**config.mk**
```make
export PLATFORM = sky130hd
export DESIGN_NAME = linefill_qual
export DESIGN_NICKNAME = d
export VERILOG_FILES = /design/src/rtl/lf_pkg.sv /design/src/rtl/lf_cen_sampler.sv /design/src/rtl/lf_fill_fsm.sv /design/src/rtl/lf_snoop.sv /design/src/rtl/linefill_qual.sv
export SDC_FILE = /design/constraint.sdc
export NUM_CORES = 1
export LEC_CHECK = 0
export ABC_CLOCK_PERIOD_IN_PS = 3700
export BUFFER_PORTS_ARGS = -buffer_cell sky130_fd_sc_hd__buf_2
export CAP_MARGIN = 0
export CORE_UTILIZATION = 30
export CTS_CLUSTER_SIZE = 28
export DETAILED_ROUTE_END_ITERATION = 16
export SYNTH_ARGS = -nofsm -noshare
export SYNTH_HDL_FRONTEND = slang
export SYNTH_HIERARCHICAL = 1
export SYNTH_SLANG_ARGS = --single-unit
```
**constraint.sdc**
```tcl
create_clock -name clk -period 3.7 [get_ports clk]
set_input_delay 0 -clock clk [delete_from_list [all_inputs] [get_ports clk]]
set_output_delay 0 -clock clk [all_outputs]
set_load 0.02 [all_outputs]
```
**src/rtl/lf_pkg.sv**
```systemverilog
package lf_pkg;
  typedef enum logic [1:0] {
    ST_IDLE  = 2'd0,
    ST_FIRST = 2'd1,
    ST_FILL  = 2'd2
  } fill_st_t;
endpackage

```
**src/rtl/lf_cen_sampler.sv**
```systemverilog
module lf_cen_sampler (
  input  logic clk,
  input  logic rst,
  input  logic cen_n,
  output logic cen_ok
);
  // Enable as it stood on the previous clock, active high.
  always_ff @(posedge clk) begin
    if (rst) cen_ok <= 1'b0;
    else     cen_ok <= ~cen_n;
  end
endmodule

```
**src/rtl/lf_fill_fsm.sv**
```systemverilog
module lf_fill_fsm
  import lf_pkg::*;
#(
  parameter int BEATS = 4
) (
  input  logic clk,
  input  logic rst,
  input  logic cyc_start,
  input  logic cyc_cacheable,
  input  logic cen_ok,
  input  logic rdy,
  input  logic brdy,
  output logic line_fill,
  output logic cap_stb,
  output logic commit
);
  localparam int CNT_W = (BEATS > 2) ? $clog2(BEATS) : 1;
  localparam logic [CNT_W-1:0] LAST = CNT_W'(BEATS - 1);

  fill_st_t         st;
  logic [CNT_W-1:0] beat;
  logic             cach_q;
  logic             rdy_any;

  assign rdy_any = rdy | brdy;

  always_ff @(posedge clk) begin
    if (rst) begin
      st        <= ST_IDLE;
      beat      <= '0;
      cach_q    <= 1'b0;
      line_fill <= 1'b0;
      cap_stb   <= 1'b0;
      commit    <= 1'b0;
    end else begin
      cap_stb <= 1'b0;
      commit  <= 1'b0;
      case (st)
        ST_IDLE: begin
          if (cyc_start) begin
            st     <= ST_FIRST;
            cach_q <= cyc_cacheable;
          end
        end
        ST_FIRST: begin
          if (rdy_any) begin
            cap_stb <= 1'b1;
            if (cach_q && cen_ok) begin
              st        <= ST_FILL;
              line_fill <= 1'b1;
              beat      <= CNT_W'(1);
            end else begin
              st <= ST_IDLE;
            end
          end
        end
        ST_FILL: begin
          if (rdy_any) begin
            cap_stb <= 1'b1;
            if (beat == LAST) begin
              commit    <= cen_ok;
              line_fill <= 1'b0;
              st        <= ST_IDLE;
            end else begin
              beat <= beat + CNT_W'(1);
            end
          end
        end
        default: st <= ST_IDLE;
      endcase
    end
  end

  // a capture always follows a ready
  a_r4_cap_after_ready: assert property (@(posedge clk) disable iff (rst)
    cap_stb |-> $past(rdy_any));
  // fill mode only starts when the enable was seen active
  a_r2_fill_needs_enable: assert property (@(posedge clk) disable iff (rst)
    $rose(line_fill) |-> $past(cen_ok));
  // commit only closes a fill in progress
  a_r5_commit_ends_fill: assert property (@(posedge clk) disable iff (rst)
    commit |-> ($past(line_fill) && !line_fill));
  // commit is a single-clock pulse
  a_r5_commit_pulse: assert property (@(posedge clk) disable iff (rst)
    commit |=> !commit);
endmodule

```
**src/rtl/lf_snoop.sv**
```systemverilog
module lf_snoop #(
  parameter int ADDR_W = 32
) (
  input  logic              clk,
  input  logic              rst,
  input  logic              ahold,
  input  logic              eads_n,
  input  logic [ADDR_W-1:0] snoop_addr,
  output logic              addr_float,
  output logic              inval,
  output logic [ADDR_W-1:0] inval_addr
);
  logic eads_q;

  always_ff @(posedge clk) begin
    if (rst) begin
      addr_float <= 1'b0;
      inval      <= 1'b0;
      eads_q     <= 1'b1;
      inval_addr <= '0;
    end else begin
      addr_float <= ahold;
      eads_q     <= eads_n;
      inval      <= eads_q & ~eads_n;
      if (eads_q && !eads_n) inval_addr <= snoop_addr;
    end
  end

  // address release trails the hold request by one clock
  a_r8_float_follows: assert property (@(posedge clk) disable iff (rst)
    ahold |=> addr_float);
  // invalidate comes from a sampled strobe
  a_r9_inval_from_strobe: assert property (@(posedge clk) disable iff (rst)
    inval |-> $past(!eads_n));
  // invalidate lasts one clock
  a_r9_inval_single: assert property (@(posedge clk) disable iff (rst)
    inval |=> !inval);
endmodule

```
**src/rtl/linefill_qual.sv**
```systemverilog
module linefill_qual #(
  parameter int ADDR_W = 32,
  parameter int BEATS  = 4
) (
  input  logic              clk,
  input  logic              rst,
  input  logic              cyc_start,
  input  logic              cyc_cacheable,
  input  logic              cen_n,
  input  logic              rdy,
  input  logic              brdy,
  input  logic              ahold,
  input  logic              eads_n,
  input  logic [ADDR_W-1:0] snoop_addr,
  output logic              line_fill,
  output logic              cap_stb,
  output logic              commit,
  output logic              addr_float,
  output logic              inval,
  output logic [ADDR_W-1:0] inval_addr
);
  logic cen_ok;

  lf_cen_sampler u_cen (
    .clk    (clk),
    .rst    (rst),
    .cen_n  (cen_n),
    .cen_ok (cen_ok)
  );

  lf_fill_fsm #(.BEATS(BEATS)) u_fsm (
    .clk           (clk),
    .rst           (rst),
    .cyc_start     (cyc_start),
    .cyc_cacheable (cyc_cacheable),
    .cen_ok        (cen_ok),
    .rdy           (rdy),
    .brdy          (brdy),
    .line_fill     (line_fill),
    .cap_stb       (cap_stb),
    .commit        (commit)
  );

  lf_snoop #(.ADDR_W(ADDR_W)) u_snoop (
    .clk        (clk),
    .rst        (rst),
    .ahold      (ahold),
    .eads_n     (eads_n),
    .snoop_addr (snoop_addr),
    .addr_float (addr_float),
    .inval      (inval),
    .inval_addr (inval_addr)
  );

  // quiet outputs right after reset
  a_r1_reset_quiet: assert property (@(posedge clk)
    $past(rst) |-> !(line_fill || cap_stb || commit || inval || addr_float));
endmodule

```
======== After elaboration in Yosys (flattened, before gate mapping) ========
Index checks and enable logic that the tools add are counted.
cells by class
  $add $sub $neg .......................... 1
  eq/ne operators ......................... 9
  multiplexer cells ....................... 17
  bitwise logic cells ..................... 8
  reductions and logical operators ........ 12
operator list
  operator                                                         count
  2-bit two-way mux                                                9
  5-bit AND reduction                                              2
  2-bit by 1-bit != test with 1-bit output, second input constant  4
  1-bit NOT                                                        6
  2-bit case mux with 3 select lines                               1
  1-bit two-way mux                                                5
  2-bit == test, second input constant                             2
  2-bit != test, second input constant                             2
  2-bit case mux with 2 select lines                               1
  4-bit AND reduction                                              1
  2-bit OR reduction                                               2
  4-bit OR reduction                                               1
  2-bit by 1-bit adder with 2-bit output, second input constant    1
  2-bit by 1-bit == test with 1-bit output, second input constant  1
  1-bit logical AND                                                2
  2-bit zero test                                                  1
  1-bit case mux with 2 select lines                               1
  2-bit AND reduction                                              1
  2-bit nonzero test                                               1
  1-bit AND                                                        1
  1-bit zero test                                                  1
  1-bit OR                                                         1
word-level totals
  bits in registers ....................... 44
  input bits .............................. 41
  output and inout port bits .............. 37
  word-level logic and storage cells ...... 58

======== Depth between registers and ports, before layout ========
Gate-level depths: netlist (run 1).
  depth in word-level cells ............... 4
  mapped depth ............................ 6
  gate-level depth less buffers ........... 6

======== Modules after synthesis ========
The synthesis (run 1) kept the hierarchy.
by module, submodules not included
  module          times used  cells each  area each (um^2)  seq. area each (um^2)
  lf_snoop        1           151         1550.2            700.7
  lf_fill_fsm     1           51          452.9             160.2
  lf_cen_sampler  1           2           23.8              20.0

======== Worst setup path before layout (run 1) ========
No wires, ideal clock.
  kind .................................... flip-flop to flip-flop
  start ................................... register u_fsm.st[0]
  end ..................................... register u_fsm.st[1]
  library setup time ...................... 65 ps
  arrival ................................. 1289 ps
  data required time ...................... 3635 ps
  setup slack ............................. 2346 ps
  cell stages (with the launch flop) ...... 7
  buffers on the path ..................... 0
  clock period less this slack ............ 1354 ps
  cell sequence ........................... dfxtp_1 > inv_1 > ha_1 > nor2_1 > o221ai_2 > mux2_1 > nor2_1
on the way
  word-level cells in the longest chain between the ends .. 3
  elaborated cells between the ends (all ways) .. 9
  classes of those cells .................. eq/ne: 6; mux: 1; reduce/logical: 2
RTL lines
  element                                                                                            RTL line           text
  from (decl)                                                                                        lf_fill_fsm.sv:20  fill_st_t st;
  from (signal assigned)                                                                             lf_fill_fsm.sv:29  st <= ST_IDLE;
  from (signal assigned)                                                                             lf_fill_fsm.sv:41  st <= ST_FIRST;
  from (signal assigned)                                                                             lf_fill_fsm.sv:49  st <= ST_FILL;
  2-bit == test, or another cell as far along                                                        lf_fill_fsm.sv:38  case (st)
  2-bit by 1-bit != test with 1-bit output (no source line) / 2-bit != test (equally long branches)  -
  4-bit AND reduction (no source line)                                                               -
Parallel ways exist; a longest one is shown, timed or not.
A chain may end at the register's enable or synchronous reset.

======== Worst setup path after layout (run 1) ========
  start ................................... register u_snoop.eads_q
  end ..................................... register u_snoop.inval_addr[26]
on the way
  word-level cells in the longest chain between the ends .. 1
RTL lines
  element                 RTL line        text
  from (decl)             lf_snoop.sv:13  logic eads_q;
  from (signal assigned)  lf_snoop.sv:23  eads_q <= eads_n;
  1-bit logical AND       lf_snoop.sv:25  if (eads_q && !eads_n) inval_addr <= snoop_addr;
  to (signal assigned)    lf_snoop.sv:25
  to (decl)               lf_snoop.sv:11  output logic [ADDR_W-1:0] inval_addr
Every way passes these cells.

==> results of run 1 <==
-- cell families (layout without fill, tap and decap cells) --
logic type,count (synthesis),count (layout)
simple gates,89,89
flops,44,44
compound gates,41,41
buf+inv,21,126
fa+ha+maj,6,6
mux,3,3
-- critical path: cells and delay by family, from the launching register on --
family | cells | cell delay, ns
AND/OR/NAND/NOR | 1 | 0.73
flip-flops | 1 | 0.31
buffers and inverters | 1 | 0.32
AO/OA/AOI/OAI | 1 | 0.20
-- per-layer routing --
layer / GRT usage, % / vias to the layer above / wire length [µm]
met2: 25.48 / 61 / 2470
li1: - / 926 / -
met1: 17.67 / 822 / 2295
met5: 0 / - / 0
met4: 5.956 / 0 / 70
met3: 3.540 / 8 / 285
-- Yosys cell counts, drive strengths merged --
library cell and number:
ha 6, nor3b 2, o21ai 34, clkbuf 9, mux2i 2, inv 4, nor2 5, nand4bb 32
mux2 1, o221ai 1, nand4b 1, nand2 4, buf 8, or2 2, a21oi 4, dfxtp 44
nand3 3, o22ai 1, nor3 1, nor2b 3, nand3b 2, a31oi 1, nand2b 34
-- per-stage QoR --
step	setup slack, ns	hold WS [ns]
finish	1.997	0.01506
global route	1.827	0.07417
detailed placement	1.930	0.1715
floorplan	2.346	0.06669
CTS	1.943	0.004020
global placement	1.958	0.1590
-- power by group through the flow --
stage / Sequential (mW) / Combinational [mW] / Clock [mW]
2_1_floorplan: 0.559 / 0.0892 / 0
3_3_place_gp: 0.529 / 0.177 / 0
3_5_place_dp: 0.530 / 0.178 / 0
4_1_cts: 0.520 / 0.207 / 0.330
5_1_grt: 0.523 / 0.227 / 0.343
6_report: 0.519 / 0.206 / 0.317
-- registers in the layout (all words and copies together), names as in the netlist --
name,cells
u_snoop/inval_addr,32
u_fsm/beat,2
u_fsm/st,2
u_cen/cen_ok,1
u_fsm/cach_q,1
u_fsm/cap_stb,1
u_fsm/commit,1
u_fsm/line_fill,1
u_snoop/addr_float,1
u_snoop/eads_q,1
u_snoop/inval,1
-- final timing paths --
check	startpoint	to	slack [ns]
setup / recovery	u_snoop/eads_q$_SDFF_PP1_	u_snoop/inval_addr[26]$_SDFFE_PP0P_	2.00
hold / removal	cyc_start	u_fsm/cach_q$_SDFFE_PP0P_	0.02
setup reg to reg	u_snoop/eads_q$_SDFF_PP1_	u_snoop/inval_addr[26]$_SDFFE_PP0P_	2.00
hold reg to reg	u_snoop/inval_addr[22]$_SDFFE_PP0P_	u_snoop/inval_addr[22]$_SDFFE_PP0P_	0.47
-- timing repair --
item,4_1_cts,5_1_grt
endpoints found under the setup margin,0,0
endpoints found under the hold margin,35,0
hold buffers,36,0
setup buffers,0,0
-- layout make-up --
class | count | share of cell area [%]
well taps | 77 | 3.361
multi-input cells | 139 | 35.97
repair buffers | 114 | 26.28
inverters | 4 | 0.5238
flip-flops and latches | 44 | 30.73
clock buffers | 8 | 3.143
==> impl_metrics.py, run 1 <==
metrics = {
    "status": {
        "outcome": "complete, but fails checks",
        "violations": "DRC",
    },
    "floorplan": {
        "initial_core_util_pct": 31.56,
        "die-height_um": 84.20,
        "io_pins": 78,
        "dieArea_um2": 7089,
        "std_cell_rows": 29,
        "core_area_um2": 6422,
        "die_w_um": 84.20,
    },
    "synthesis": {
        "synth_xor_area_share_pct": 0,
        "synthTopCellsByArea": "dfxtp_1 43%, nand4bb_1 18%, nand2b_1 10%",
        "synth_top_cell_area_share_pct": 43.46,
        "synth_compound_area_share_pct": 10.74,
        "yosys.area.top_type": "dfxtp_1",
        "synth_fa_ha_area_share_pct": 3.704,
        "syn_area_per_cell_um2": 9.936,
        "synth_top_family_by_area": "simple AND/OR/NAND/NOR gates",
        "ys_seq_area_share_pct": 43.46,
        "synth_cells": 204,
        "synth_area_um2": 2027,
        "ys_types": 29,
        "synth_nets": 251,
        "synth-simple-area-share_pct": 34.88,
        "yosysWarnings": 6,
        "synthMuxAreaShare_pct": 1.543,
        "synth-seq-cells": 44,
    },
    "route": {
        "ant_nets": 0,
        "drc": 8,
        "routed_wl_mm": 5.122,
        "drtIter0Drc": 119,
        "via_per_inst": 4.707,
        "vias": 1817,
        "dr.pass1.iters": 10,
        "wl_per_cell_um": 13.27,
    },
    "final_layout": {
        "post-route-util_pct": 44.63,
        "area_growth_pct": 41.42,
        "final_nets": 355,
        "layout_common_cells": "77 x buf_2, 44 x dfxtp_1, 36 x dlygate4sd3_1, 34 x nand2b_1, 32 x nand4bb_1",
        "drive_gt1_share_pct": 28.48,
        "multi_input_area_um2": 1031,
        "fillCellCount": 625,
        "final_area_um2": 2867,
        "instances_no_fill": 386,
        "ff_latch_area_um2": 880.8,
        "final_common_cell": "buf_2",
        "antennaDiodeCount": 0,
    },
    "sta": {
        "tightest_slew_ns": 0.9668,
        "period_minus_slack_ns": 1.703,
        "hold_violations": 0,
        "drv_slew": 0,
        "finalSetupTns_ns": 0,
        "rsz0062_at_grt": "false",
        "relSlewSlack_pct": 35.55,
        "period_share_pct": 46.02,
        "setup_violations": 0,
        "clock_skew_ns": 0.002519,
        "max_freq_mhz": 587.3,
    },
    "worst_setup_path": {
        "start_kind": "flop",
        "worstSetupPathType": "flop to flop",
        "cp_max_fo": 33,
        "cp_data_arrival_time_ns": 1.86,
        "slowest_delay_ns": 0.73,
        "cp.required_ns": 3.86,
        "worstPathCellList": "buf_4 > nor2b_4 > o21ai_0",
        "critical_path.slowest_cell": "nor2b_4",
        "end_kind": "flop",
        "reg2reg_depth": 3,
    },
    "pwr": {
        "p_seq_share_pct": 49.8,
        "powerDensity_nw_per_um2": 363.5,
        "power_mw": 1.042,
        "irDropWorstVdd_mv": 0.1650,
        "switching_power_mw": 0.2851,
        "p_comb_share_pct": 19.8,
        "p_leak_nw": 1.208,
        "p_int_mw": 0.7569,
        "p_sw_share_pct": 27.36,
        "p_clk_share_pct": 30.4,
    },
    "global_routing": {
        "globalRouteOverflowTotal": 0,
        "grt_max_degree": 78,
        "grt_first_pass_wirelength_mm": 8.418,
        "antenna_found_initial": 0,
        "grt_pass1_vias": 1811,
        "grt_use_total_pct": 14.77,
    },
    "clock_network": {
        "cts_tree": "yes",
        "cts.sinks": 44,
        "clock_latency_ns": 0.30,
        "cts_resized": 0,
        "h-tree-depth": 2,
        "cts_buffer_depth": 2,
        "cts_buffers": 5,
        "clk_pin_slew_ns": 0.08,
        "cts_root_buf": "clkbuf_8",
    },
    "worst_hold_path": {
        "whs_path_depth": 4,
        "worstHoldPathType": "primary input to flop",
    },
    "placement": {
        "post-place-cells": 342,
        "placedInstanceArea_um2": 2416,
        "gp_congestion": 0.7048,
        "port_buffers": 77,
        "dp_hpwl_mm": 2.945,
    },
    "flow_run": {
        "cap_violations": 0,
    },
}
No activity file was read; power rests on OpenSTA's default activity.
==> inputs of run 2 (changes only) <==
ABC_CLOCK_PERIOD_IN_PS = 1400   (was 3700)
clock period = 1.4 ns   (was 3.7 ns; I/O delays follow)
==> run 2 against run 1 <==
  * First-iteration DRC count fell by 46%
  * The flow still finishes with violations (DRC)
  * Critical path depth rose by 3
  * Sequential power rose to 2.6 times the previous value
  * Final cell count rose by 2.1%
  * Sequential cell count did not move
  * Global-route usage rose by 0.19 points
  * Count of clock-buffer cells in the layout fell by 2
  * Largest cell class unchanged
  * Maximum frequency rose by 27%
==> impl_metrics.py, run 2 (synthesis results as in run 1) <==
metrics = {
    "clock_network": {
        "h-tree-depth": 2,
        "cts.sinks": 44,
        "cts_root_buf": "clkbuf_8",
        "cts_buffers": 5,
        "cts_buffer_depth": 2,
        "cts_tree": "yes",
        "clk_pin_slew_ns": 0.08,
        "clock_latency_ns": 0.30,
    },
    "pwr": {
        "p_int_mw": 2.017,
        "switching_power_mw": 0.7738,
        "p_sw_share_pct": 27.73,
        "p_clk_share_pct": 29.9,
        "irDropWorstVdd_mv": 0.6142,
        "p_comb_share_pct": 20.9,
        "powerDensity_nw_per_um2": 930.0,
        "p_seq_share_pct": 49.3,
        "p_leak_nw": 1.270,
    },
    "worst_hold_path": {
        "worstHoldPathType": "primary input to flop",
    },
    "placement": {
        "post-place-cells": 348,
        "dpl_worst_slack_ns": 0.005090,
        "dp_hpwl_mm": 3.123,
        "port_buffers": 77,
        "gp_congestion": 0.7745,
    },
    "status": {
        "outcome": "complete, but fails checks",
        "violations": "DRC",
    },
    "final_layout": {
        "instances_no_fill": 394,
        "post-route-util_pct": 46.72,
        "top_regs": "u_snoop/inval_addr (32), u_fsm/beat (2), u_fsm/st (2)",
        "final_common_cell": "buf_2",
        "final_nets": 363,
        "top_register": "u_snoop/inval_addr",
        "layout_common_cells": "77 x buf_2, 42 x dfxtp_1, 36 x dlygate4sd3_1, 34 x nand2b_1, 32 x nand4bb_1",
        "antennaDiodeCount": 0,
        "area_growth_pct": 48.02,
        "drive_gt1_share_pct": 33.75,
        "largest_reg_flops": 32,
    },
    "route": {
        "via_per_inst": 4.713,
        "dr.pass1.iters": 10,
        "drtIter0Drc": 64,
        "ant_nets": 0,
        "routed_wl_mm": 5.203,
        "wl_per_cell_um": 13.21,
        "vias": 1857,
        "drc": 8,
    },
    "worst_setup_path": {
        "critical_path.slowest_cell": "dfxtp_4",
        "cp_data_arrival_time_ns": 1.57,
        "worstSetupPathType": "flop to flop",
        "end_kind": "flop",
        "worstPathCellList": "inv_4 > ha_4 > nor2_1 > o221ai_2 > mux2_4 > nor2_2",
        "cp.required_ns": 1.63,
        "slowest_delay_ns": 0.39,
        "cp_max_fo": 4,
        "start_kind": "flop",
    },
    "global_routing": {
        "globalRouteOverflowTotal": 0,
        "grt_pass1_vias": 1878,
        "grt_first_pass_wirelength_mm": 8.549,
        "grt_max_degree": 78,
        "antenna_found_initial": 0,
        "grt_use_total_pct": 14.96,
    },
    "sta": {
        "clock_skew_ns": 0.009548,
        "relSlewSlack_pct": 77.17,
        "setup_violations": 0,
        "tightest_slew_ns": 0.3388,
        "setup_ws_ns": 0.06193,
        "period_share_pct": 95.58,
        "hold_violations": 0,
        "drv_slew": 0,
        "period_minus_slack_ns": 1.338,
        "finalSetupTns_ns": 0,
        "max_freq_mhz": 747.3,
        "whs_ns": 0.08454,
        "rsz0062_at_grt": "false",
    },
    "floorplan": {
        "initial_core_util_pct": 31.56,
        "die_w_um": 84.20,
        "dieArea_um2": 7089,
        "core_area_um2": 6422,
        "io_pins": 78,
        "std_cell_rows": 29,
        "die-height_um": 84.20,
    },
    "flow_run": {
        "cap_violations": 0,
    },
}
==> run 2: repair_timing <==
item,CTS,global route
setup endpoints to repair,2,4
gates resized for setup,3,14
hold endpoints to repair,35,0
cloned,0,0
hold buffers,36,0
pin swaps,0,2
buffers inserted,0,2
==> run 2: final cells by class <==
class | instances | area (µm²)
multi-input combinational | 139 | 1075
sequential | 44 | 888.4
inverter | 4 | 22.52
timing repair buffer | 122 | 825.8
clock inverter | 2 | 10.01
fill | 606 | 3422
clock buffer | 6 | 82.58
tap | 77 | 96.34
==> run 2: per-layer routing <==
layer / GRT usage (%) / share of wire, %
met5: 0 / 0
met4: 4.232 / 0.83
met3: 3.638 / 4.9
met2: 26.30 / 49
met1: 18.16 / 45
==> run 2: power by group through the flow <==
stage          Sequential (mW)  Clock, mW  Combinational [mW]
6_report                  1.37      0.834               0.582
5_1_grt                   1.39      0.913               0.637
4_1_cts                   1.37      0.851               0.565
3_5_place_dp              1.40          0               0.485
3_3_place_gp              1.40          0               0.482
2_1_floorplan             1.48          0               0.236
==> run 2: worst paths after layout <==
path | from | slack (ns) | end | cells after the start
setup / recovery | u_fsm/st[0]$_SDFFE_PP0P_ | 0.06 | u_fsm/st[1]$_SDFFE_PP0P_ | 6
hold / removal | rdy | 0.08 | u_fsm/cap_stb$_SDFF_PP0_ | 3
setup reg to reg | u_fsm/st[0]$_SDFFE_PP0P_ | 0.06 | u_fsm/st[1]$_SDFFE_PP0P_ | 6
hold reg to reg | u_snoop/inval_addr[11]$_SDFFE_PP0P_ | 0.46 | u_snoop/inval_addr[11]$_SDFFE_PP0P_ | 2
==> run 2: worst max-delay path, delay by kind of cell (launching register included) <==
| family | cells | cell delay, ns |
|---|---|---|
| AOI/OAI and AO/OA | 1 | 0.14 |
| adders and majority gates | 1 | 0.16 |
| and+or+nand+nor | 2 | 0.20 |
| DFF | 1 | 0.39 |
| buffers and inverters | 1 | 0.06 |
| muxes | 1 | 0.32 |
==> run 2: metrics by stage <==
| stage | instance area (µm²) | power, mW |
|---|---|---|
| 2_1_floorplan | 2027 | 1.712 |
| 3_3_place_gp | 2474 | 1.880 |
| 3_5_place_dp | 2474 | 1.885 |
| 4_1_cts | 2933 | 2.788 |
| 5_1_grt | 3000 | 2.936 |
| 6_report | 3000 | 2.790 |
